$ cat config.mk
export PLATFORM = sky130hd
export DESIGN_NAME = mbx_top
export DESIGN_NICKNAME = d
export VERILOG_FILES = /design/src/rtl/mbx_pkg.sv /design/src/rtl/mbx_chan.sv /design/src/rtl/mbx_irq.sv /design/src/rtl/mbx_top.sv
export SDC_FILE = /design/constraint.sdc
export NUM_CORES = 1
export LEC_CHECK = 0
export ABC_AREA = 1
export BUFFER_PORTS_ARGS = -buffer_cell sky130_fd_sc_hd__buf_2
export CORE_ASPECT_RATIO = 0.75
export CORE_MARGIN = 1.5
export CORE_UTILIZATION = 40
export CTS_CLUSTER_DIAMETER = 50
export DETAILED_ROUTE_END_ITERATION = 6
export PLACE_DENSITY_LB_ADDON = 0.2
export SLEW_MARGIN = 25
export SYNTH_ARGS = -nofsm -noshare
export SYNTH_HDL_FRONTEND = slang
export SYNTH_SLANG_ARGS = --single-unit
$ cat constraint.sdc
create_clock -name clk -period 3.5 [get_ports clk]
set_clock_uncertainty 0.15 [all_clocks]
set_input_delay 0.175 -clock clk [delete_from_list [all_inputs] [get_ports clk]]
set_output_delay 0.175 -clock clk [all_outputs]
set_load 0.02 [all_outputs]
$ cat src/rtl/mbx_pkg.sv
package mbx_pkg;
  localparam int unsigned ADDR_W = 3;
  localparam int unsigned DATA_W = 32;
  localparam int unsigned NSRC   = 2;
  localparam int unsigned SRC_MSG = 0;
  localparam int unsigned SRC_PWR = 1;

  typedef enum logic [ADDR_W-1:0] {
    A_OWN_MSG  = 3'd0,
    A_OWN_EXT  = 3'd1,
    A_PEER_MSG = 3'd2,
    A_PEER_EXT = 3'd3,
    A_OWN_PWR  = 3'd4,
    A_PEER_PWR = 3'd5,
    A_STAT     = 3'd6,
    A_MASK     = 3'd7
  } reg_sel_e;

  // sequence event: stored and incoming sequence bits disagree
  function automatic logic seq_flipped(input logic stored, input logic incoming);
    return stored ^ incoming;
  endfunction

  // next status: write-1 clears, new events win over clears
  function automatic logic [NSRC-1:0] stat_next(input logic [NSRC-1:0] cur,
                                                input logic [NSRC-1:0] clr,
                                                input logic [NSRC-1:0] set);
    return (cur & ~clr) | set;
  endfunction
endpackage

$ cat src/rtl/mbx_chan.sv
module mbx_chan
  import mbx_pkg::*;
#(
  parameter int unsigned W       = 32,
  parameter bit          HAS_EXT = 1'b1,
  parameter logic [W-1:0] RST_VAL = '0
) (
  input  logic              clk,
  input  logic              rst_n,
  input  logic              wr_main,
  input  logic              wr_ext,
  input  logic [W-1:0]      wdata,
  input  logic [DATA_W-1:0] ext_wdata,
  output logic [W-1:0]      main_q,
  output logic [DATA_W-1:0] stage_q,
  output logic [DATA_W-1:0] shadow_q,
  output logic              flip
);
  localparam int unsigned SEQ = W - 1;

  assign flip = wr_main && seq_flipped(main_q[SEQ], wdata[SEQ]);

  always_ff @(posedge clk) begin
    if (!rst_n)       main_q <= RST_VAL;
    else if (wr_main) main_q <= wdata;
  end

  generate
    if (HAS_EXT) begin : g_ext
      always_ff @(posedge clk) begin
        if (!rst_n) begin
          stage_q  <= '0;
          shadow_q <= '0;
        end else begin
          if (wr_ext) stage_q  <= ext_wdata;
          if (flip)   shadow_q <= stage_q;
        end
      end
    end else begin : g_noext
      logic unused_ok;
      assign unused_ok = ^{wr_ext, ext_wdata};
      assign stage_q   = '0;
      assign shadow_q  = '0;
    end
  endgenerate
endmodule

$ cat src/rtl/mbx_irq.sv
module mbx_irq
  import mbx_pkg::*;
#(
  parameter int unsigned N = NSRC
) (
  input  logic         clk,
  input  logic         rst_n,
  input  logic [N-1:0] set,
  input  logic         clr_we,
  input  logic         mask_we,
  input  logic [N-1:0] wdata,
  output logic [N-1:0] stat_q,
  output logic [N-1:0] mask_q,
  output logic         irq
);
  logic [N-1:0] clr;
  assign clr = clr_we ? wdata : '0;

  always_ff @(posedge clk) begin
    if (!rst_n) begin
      stat_q <= '0;
      mask_q <= '0;
    end else begin
      stat_q <= stat_next(stat_q, clr, set);
      if (mask_we) mask_q <= wdata;
    end
  end

  assign irq = |(stat_q & mask_q);
endmodule

$ cat src/rtl/mbx_top.sv
module mbx_top
  import mbx_pkg::*;
#(
  parameter int unsigned   HPW     = 8,
  parameter int unsigned   CPW     = 16,
  parameter logic [HPW-1:0] HPW_RST = 8'h07
) (
  input  logic              clk,
  input  logic              rst_n,
  input  logic              h_we,
  input  logic [ADDR_W-1:0] h_addr,
  input  logic [DATA_W-1:0] h_wdata,
  output logic [DATA_W-1:0] h_rdata,
  output logic              h_irq,
  input  logic              c_we,
  input  logic [ADDR_W-1:0] c_addr,
  input  logic [DATA_W-1:0] c_wdata,
  output logic [DATA_W-1:0] c_rdata,
  output logic              c_irq
);
  localparam logic [CPW-1:0] CPW_RST = '0;

  reg_sel_e h_sel, c_sel;
  assign h_sel = reg_sel_e'(h_addr);
  assign c_sel = reg_sel_e'(c_addr);

  // write decodes
  logic h_msg_we, h_ext_we, h_pwr_we, h_stat_we, h_mask_we;
  logic c_msg_we, c_ext_we, c_pwr_we, c_stat_we, c_mask_we;
  assign h_msg_we  = h_we && (h_sel == A_OWN_MSG);
  assign h_ext_we  = h_we && (h_sel == A_OWN_EXT);
  assign h_pwr_we  = h_we && (h_sel == A_OWN_PWR);
  assign h_stat_we = h_we && (h_sel == A_STAT);
  assign h_mask_we = h_we && (h_sel == A_MASK);
  assign c_msg_we  = c_we && (c_sel == A_OWN_MSG);
  assign c_ext_we  = c_we && (c_sel == A_OWN_EXT);
  assign c_pwr_we  = c_we && (c_sel == A_OWN_PWR);
  assign c_stat_we = c_we && (c_sel == A_STAT);
  assign c_mask_we = c_we && (c_sel == A_MASK);

  // named internal events and state
  logic [DATA_W-1:0] h2c_q, h2c_stage, h2c_shadow;
  logic [DATA_W-1:0] c2h_q, c2h_stage, c2h_shadow;
  logic [HPW-1:0]    hpw_q;
  logic [CPW-1:0]    cpw_q;
  logic [DATA_W-1:0] hpw_stage_nc, hpw_shadow_nc, cpw_stage_nc, cpw_shadow_nc;
  logic h2c_flip, c2h_flip, hpw_flip, cpw_flip;

  mbx_chan #(.W(DATA_W), .HAS_EXT(1'b1), .RST_VAL('0)) u_h2c (
    .clk(clk), .rst_n(rst_n), .wr_main(h_msg_we), .wr_ext(h_ext_we),
    .wdata(h_wdata), .ext_wdata(h_wdata),
    .main_q(h2c_q), .stage_q(h2c_stage), .shadow_q(h2c_shadow), .flip(h2c_flip));

  mbx_chan #(.W(DATA_W), .HAS_EXT(1'b1), .RST_VAL('0)) u_c2h (
    .clk(clk), .rst_n(rst_n), .wr_main(c_msg_we), .wr_ext(c_ext_we),
    .wdata(c_wdata), .ext_wdata(c_wdata),
    .main_q(c2h_q), .stage_q(c2h_stage), .shadow_q(c2h_shadow), .flip(c2h_flip));

  mbx_chan #(.W(HPW), .HAS_EXT(1'b0), .RST_VAL(HPW_RST)) u_hpw (
    .clk(clk), .rst_n(rst_n), .wr_main(h_pwr_we), .wr_ext(1'b0),
    .wdata(h_wdata[HPW-1:0]), .ext_wdata('0),
    .main_q(hpw_q), .stage_q(hpw_stage_nc), .shadow_q(hpw_shadow_nc), .flip(hpw_flip));

  mbx_chan #(.W(CPW), .HAS_EXT(1'b0), .RST_VAL(CPW_RST)) u_cpw (
    .clk(clk), .rst_n(rst_n), .wr_main(c_pwr_we), .wr_ext(1'b0),
    .wdata(c_wdata[CPW-1:0]), .ext_wdata('0),
    .main_q(cpw_q), .stage_q(cpw_stage_nc), .shadow_q(cpw_shadow_nc), .flip(cpw_flip));

  logic unused_nc;
  assign unused_nc = ^{hpw_stage_nc, hpw_shadow_nc, cpw_stage_nc, cpw_shadow_nc};

  // status / mask per receiving side
  logic [NSRC-1:0] h_set, c_set, h_stat, c_stat, h_mask, c_mask;
  assign c_set[SRC_MSG] = h2c_flip;
  assign c_set[SRC_PWR] = hpw_flip;
  assign h_set[SRC_MSG] = c2h_flip;
  assign h_set[SRC_PWR] = cpw_flip;

  mbx_irq #(.N(NSRC)) u_hirq (
    .clk(clk), .rst_n(rst_n), .set(h_set), .clr_we(h_stat_we), .mask_we(h_mask_we),
    .wdata(h_wdata[NSRC-1:0]), .stat_q(h_stat), .mask_q(h_mask), .irq(h_irq));

  mbx_irq #(.N(NSRC)) u_cirq (
    .clk(clk), .rst_n(rst_n), .set(c_set), .clr_we(c_stat_we), .mask_we(c_mask_we),
    .wdata(c_wdata[NSRC-1:0]), .stat_q(c_stat), .mask_q(c_mask), .irq(c_irq));

  // read muxes
  always_comb begin
    unique case (h_sel)
      A_OWN_MSG:  h_rdata = h2c_q;
      A_OWN_EXT:  h_rdata = h2c_stage;
      A_PEER_MSG: h_rdata = c2h_q;
      A_PEER_EXT: h_rdata = c2h_shadow;
      A_OWN_PWR:  h_rdata = DATA_W'(hpw_q);
      A_PEER_PWR: h_rdata = DATA_W'(cpw_q);
      A_STAT:     h_rdata = DATA_W'(h_stat);
      A_MASK:     h_rdata = DATA_W'(h_mask);
      default:    h_rdata = '0;
    endcase
  end

  always_comb begin
    unique case (c_sel)
      A_OWN_MSG:  c_rdata = c2h_q;
      A_OWN_EXT:  c_rdata = c2h_stage;
      A_PEER_MSG: c_rdata = h2c_q;
      A_PEER_EXT: c_rdata = h2c_shadow;
      A_OWN_PWR:  c_rdata = DATA_W'(cpw_q);
      A_PEER_PWR: c_rdata = DATA_W'(hpw_q);
      A_STAT:     c_rdata = DATA_W'(c_stat);
      A_MASK:     c_rdata = DATA_W'(c_mask);
      default:    c_rdata = '0;
    endcase
  end
endmodule

## Word-level counts from Yosys, hierarchy flattened

Cells that the tools add are included.

| word-level totals | value |
|---|---|
| flip-flop bits (word level) | 224 |
| output and inout port bits | 66 |

| cells by class | value |
|---|---|
| equality and inequality tests | 14 |
| reduce and logical (&&, ||, !) cells | 18 |
| bitwise operators | 12 |
| multiplexer cells | 4 |

Operators with widths:

| operator | count |
|---|---|
| one-hot mux 32 bit (8 select lines) | 2 |
| equality test 3 bit (second input constant) | 8 |
| logical AND 1 bit | 14 |
| equality test 3 x 2 -> 1 bit (second input constant) | 4 |
| AND 2 bit | 4 |
| equality test 3 x 1 -> 1 bit (second input constant) | 2 |
| zero test 3 bit | 2 |
| 2-to-1 mux 2 bit | 2 |
| NOT 2 bit | 2 |
| bitwise OR 2 bit | 2 |
| OR reduction 2 bit | 2 |
| XOR 1 bit | 4 |

## Logic depth before layout (Yosys ltp)

| depth | value |
|---|---|
| depth after elaboration | 6 |
| gate-level depth with buffers | 9 |
| depth with buffers taken out | 7 |

## Hierarchy

Synthesis repeated with hierarchy kept, for this count alone.

| unflattened totals | value |
|---|---|
| cell total of the unflattened synthesis | 1834 |
| area total of the unflattened synthesis | 12067.8 um2 |

By module, submodules not included:

| module | area each (um2) | cells each | instances |
|---|---|---|---|
| mbx_chan (u_c2h ...) | 3544.6 | 459 | 2 |
| mbx_top | 2672.6 | 585 | 1 |
| mbx_chan (u_cpw) | 1182.4 | 171 | 1 |
| mbx_chan (u_hpw) | 810.8 | 114 | 1 |
| mbx_irq | 156.4 | 23 | 2 |

## Worst setup path after synthesis

OpenSTA, ideal clock, no wires.

| path | value |
|---|---|
| kind | input port to output port |
| start | input h_addr[2] |
| end | output h_rdata[12] |
| stages on the path | 7 |
| arrival time | 1231 ps |
| buffers on the path | 2 |
| setup slack | 1944 ps |
| cells stage by stage | buf_2 -> nor3_2 -> clkbuf_1 -> nand2_1 -> nand2_1 -> nor2_1 -> nand2_1 |

| between the ends | value |
|---|---|
| word-level cells in the longest chain between the ends | 2 |
| elaborated cells on any way between the ends | 9 |

Ends and longest elaborated chain:

| what | line | text |
|---|---|---|
| start: declaration | mbx_top.sv:11 | `input logic [ADDR_W-1:0] h_addr,` |
| equality test 3 bit, or another cell as far along | mbx_top.sv:89 | `unique case (h_sel)` |
| one-hot mux 32 bit (8 select lines) (*) | mbx_top.sv:89 |  |
| end: declaration | mbx_top.sv:13 | `output logic [DATA_W-1:0] h_rdata,` |

Mark *: on every way between the ends. The rest lies on a longest branch, timed or not.

## Worst setup path after layout

| path | value |
|---|---|
| start | input h_addr[2] |
| end | output h_rdata[8] |

The elaborated chain is that of the path after synthesis.

==> flow_summary.json <==
{
  "post-route-drc-count": 0,
  "clkPwrFrac_pct": 45.9,
  "cts_setup_buffers": 0,
  "reg2reg_slack_ps": 1710,
  "min_from": "h_addr[0]",
  "clock_sinks": 224,
  "grt_max_degree": 171,
  "clk_pin_slew_worst_paths_ps": 60,
  "wl_per_cell_um": 17.5,
  "finalSetupViolations": 0,
  "firstDrtPassIters": 5,
  "whs_path_depth": 3,
  "hold_class": "input pin to flop",
  "path_max_fanout": 28,
  "root_buffer": "clkbuf_16",
  "htree_levels": 1,
  "synth_fp_nets": 1885,
  "worst-r2r-cell-count": 8,
  "critical_path_buf_inv_count": 4,
  "place_ws_ps": 690,
  "crit_path_top_delay_cell": "inv_1",
  "postSynthAreaPerCell_um2": 6.08,
  "fin_hold_ws_ps": 48.4,
  "critical_path_class": "input pin to primary output",
  "first_global_vias": 10000,
  "post-route-util_pct": 49.8,
  "final.period_utilization_pct": 81.5,
  "numPortBuffers": 139,
  "ys_types": 21,
  "dieArea_um2": 28600,
  "startpoint_type": "input pin",
  "p_sw_w": 0.00157,
  "routed_via_density": 4.93,
  "timing.rr.start": "u_c2h.main_q[31]$_SDFFE_PN0P_",
  "maxCapViolCount": 0,
  "async_flop_share_pct": 0,
  "synth_warnings": 0,
  "synth.most_common_cell": "nand2_1",
  "placed_area_um2": 11900,
  "first_iter_violations": 1014,
  "fp.dieW_um": 195,
  "arrival_ps": 2530,
  "synth.largest_area_cell": "dfxtp_1",
  "seqPwrFrac_pct": 44.5,
  "grt_usage_pct": 28.2,
  "synth-seq-cells": 224,
  "grt_antenna_before_repair": 0,
  "min_to": "u_hirq.mask_q[0]$_SDFFE_PN0P_",
  "slew_viol_final": 0,
  "fin_ws_ps": 648,
  "drive_gt1_share_pct": 11.0,
  "cts_made_buffers": 26,
  "io_pins": 140,
  "clockBufferDepth": 3,
  "yosys-top-cells-area": "dfxtp_1 41%, nand2_1 22%, nor2_1 13%",
  "synth_common_cells": "656 x nand2_1, 370 x nor2_1, 224 x dfxtp_1",
  "nets": 2035,
  "core-area_um2": 27000,
  "end_kind": "primary output",
  "place_congestion": 0.968,
  "synth_flop_cell": "dfxtp_1",
  "fmax_mhz": 351,
  "max_stage_delay_ps": 670,
  "path_cells": "buf_2, inv_1, nand3_1, inv_1, nand2_1, nand2_1, nor2_1, nand2_1, buf_2",
  "hpwl_mm": 29.2,
  "start_util_pct": 40.8,
  "crit_top_cell": "nand2_1",
  "hold_viol": 0,
  "status": "complete, no violations",
  "die_height_um": 147,
  "syn_to_final_growth_pct": 22.0,
  "irDropWorstVdd_uv": 391,
  "cts_tree": "yes",
  "p_leak_nw": 6.12,
  "synth_edf_count": 0,
  "worstSkewPairLatency_ps": 530,
  "netlist.area_leader.share_pct": 40.7,
  "synth_cells": 1811,
  "relSlewSlack_pct": 42.9,
  "std_cell_rows": 52,
  "via_count": 11500,
  "rsz0062_at_grt": "false",
  "intPower_w": 0.00450,
  "crit_required_ps": 3170,
  "yosysSeqAreaShare_pct": 40.7,
  "netlist_area_um2": 11000,
  "overflow": 0,
  "hold_buffers": 68,
  "design_area_um2": 13400,
  "switching_share_pct": 25.8,
  "routed_wl_mm": 40.8,
  "comb_power_share_pct": 9.6,
  "r2r-end": "u_c2h.shadow_q[2]$_SDFFE_PN0P_",
  "tightest_slew_ps": 855,
  "finalSetupTns_ps": 0,
  "cts-resized-gates": 0,
  "finalCriticalPeriod_ps": 2850,
  "ant_nets": 0,
  "diodes": 0,
  "cp_top_family": "buffers and inverters",
  "power_density_nw_per_um2": 451,
  "grt_first_pass_wirelength_mm": 61.7
}
worst register-to-register path, stage by stage (launching register included):
cell	delay (ps)
dfxtp_1	410
inv_1	80
nand2_1	60
nand2_1	70
nor2_4	400
buf_12	300
nand2_1	90
nand2_1	60
nor2_1	50
how the worst max path moves through the flow:
stage / from / end / slack (ps) / cells past startpoint
floorplan: h_addr[2] / h_rdata[12] / 1940 / 7
global placement: h_addr[2] / h_rdata[8] / 690 / 9
detailed placement: h_addr[2] / h_rdata[8] / 690 / 9
CTS: h_addr[2] / h_rdata[8] / 690 / 9
global route: h_addr[2] / h_rdata[9] / 390 / 9
finish: h_addr[2] / h_rdata[8] / 650 / 9
layout make-up:
cell class	count	area (µm²)
fill	2839	13600
clock inverter	10	118
clock buffer	36	759
sequential	224	4480
timing repair buffer	224	1570
multi-input combinational	1300	5380
inverter	185	694
tap	351	439
layout by cell type (no fill, tap or decap), types with 5 or more instances in the layout:
master and n:
dfxtp_1 224, nand2_1 656, nor2_1 368, nand3_1 77, a21oi_1 81, buf_2 138, inv_1 181, clkbuf_16 27
nand4_1 59, dlygate4sd3_1 68, o21ai_0 39, buf_4 13, buf_12 5, clkbuf_8 5, nor2_4 7
per-layer routing:
| metal | wire length [µm] | GRT usage, % | vias to the layer above |
|---|---|---|---|
| met5 | 0 | 0 | - |
| met4 | 424 | 3.91 | 0 |
| met3 | 3460 | 4.43 | 30 |
| met2 | 14800 | 35.1 | 432 |
| met1 | 22100 | 48.9 | 5193 |
| li1 | - | - | 5827 |
sequential cells by signal, summed over array words and instances, names as in the netlist:
signal,flops
u_cirq.stat_q,2
u_cpw.main_q,16
u_cirq.mask_q,2
u_h2c.main_q,32
u_h2c.shadow_q,32
u_c2h.shadow_q,32
u_hirq.stat_q,2
u_h2c.stage_q,32
u_hirq.mask_q,2
u_hpw.main_q,8
u_c2h.main_q,32
u_c2h.stage_q,32
stage by stage:
stage / std cells / power (W)
floorplan: 1811 / 0.00306
global placement: 2216 / 0.00326
detailed placement: 2216 / 0.00327
CTS: 2330 / 0.00608
global route: 2330 / 0.00627
finish: 2330 / 0.00606
cells by family after synthesis:
family                    count (synthesis)  share of synthesized area, %
and+or+nand+nor                        1176                          42.9
xor gates and xnor gates                  2                         0.159
AOI/OAI and AO/OA                       122                          5.56
DFF                                     224                          40.7
buffers and inverters                   287                          10.6
power groups by stage:
stage	combinational, W	sequential [W]	clock, W
floorplan	0.000342	0.00272	0
global route	0.000647	0.00271	0.00291
finish	0.000582	0.00270	0.00278
detailed placement	0.000517	0.00275	0
CTS	0.000577	0.00270	0.00281
global placement	0.000513	0.00275	0
(Power assumes the default switching activity.)
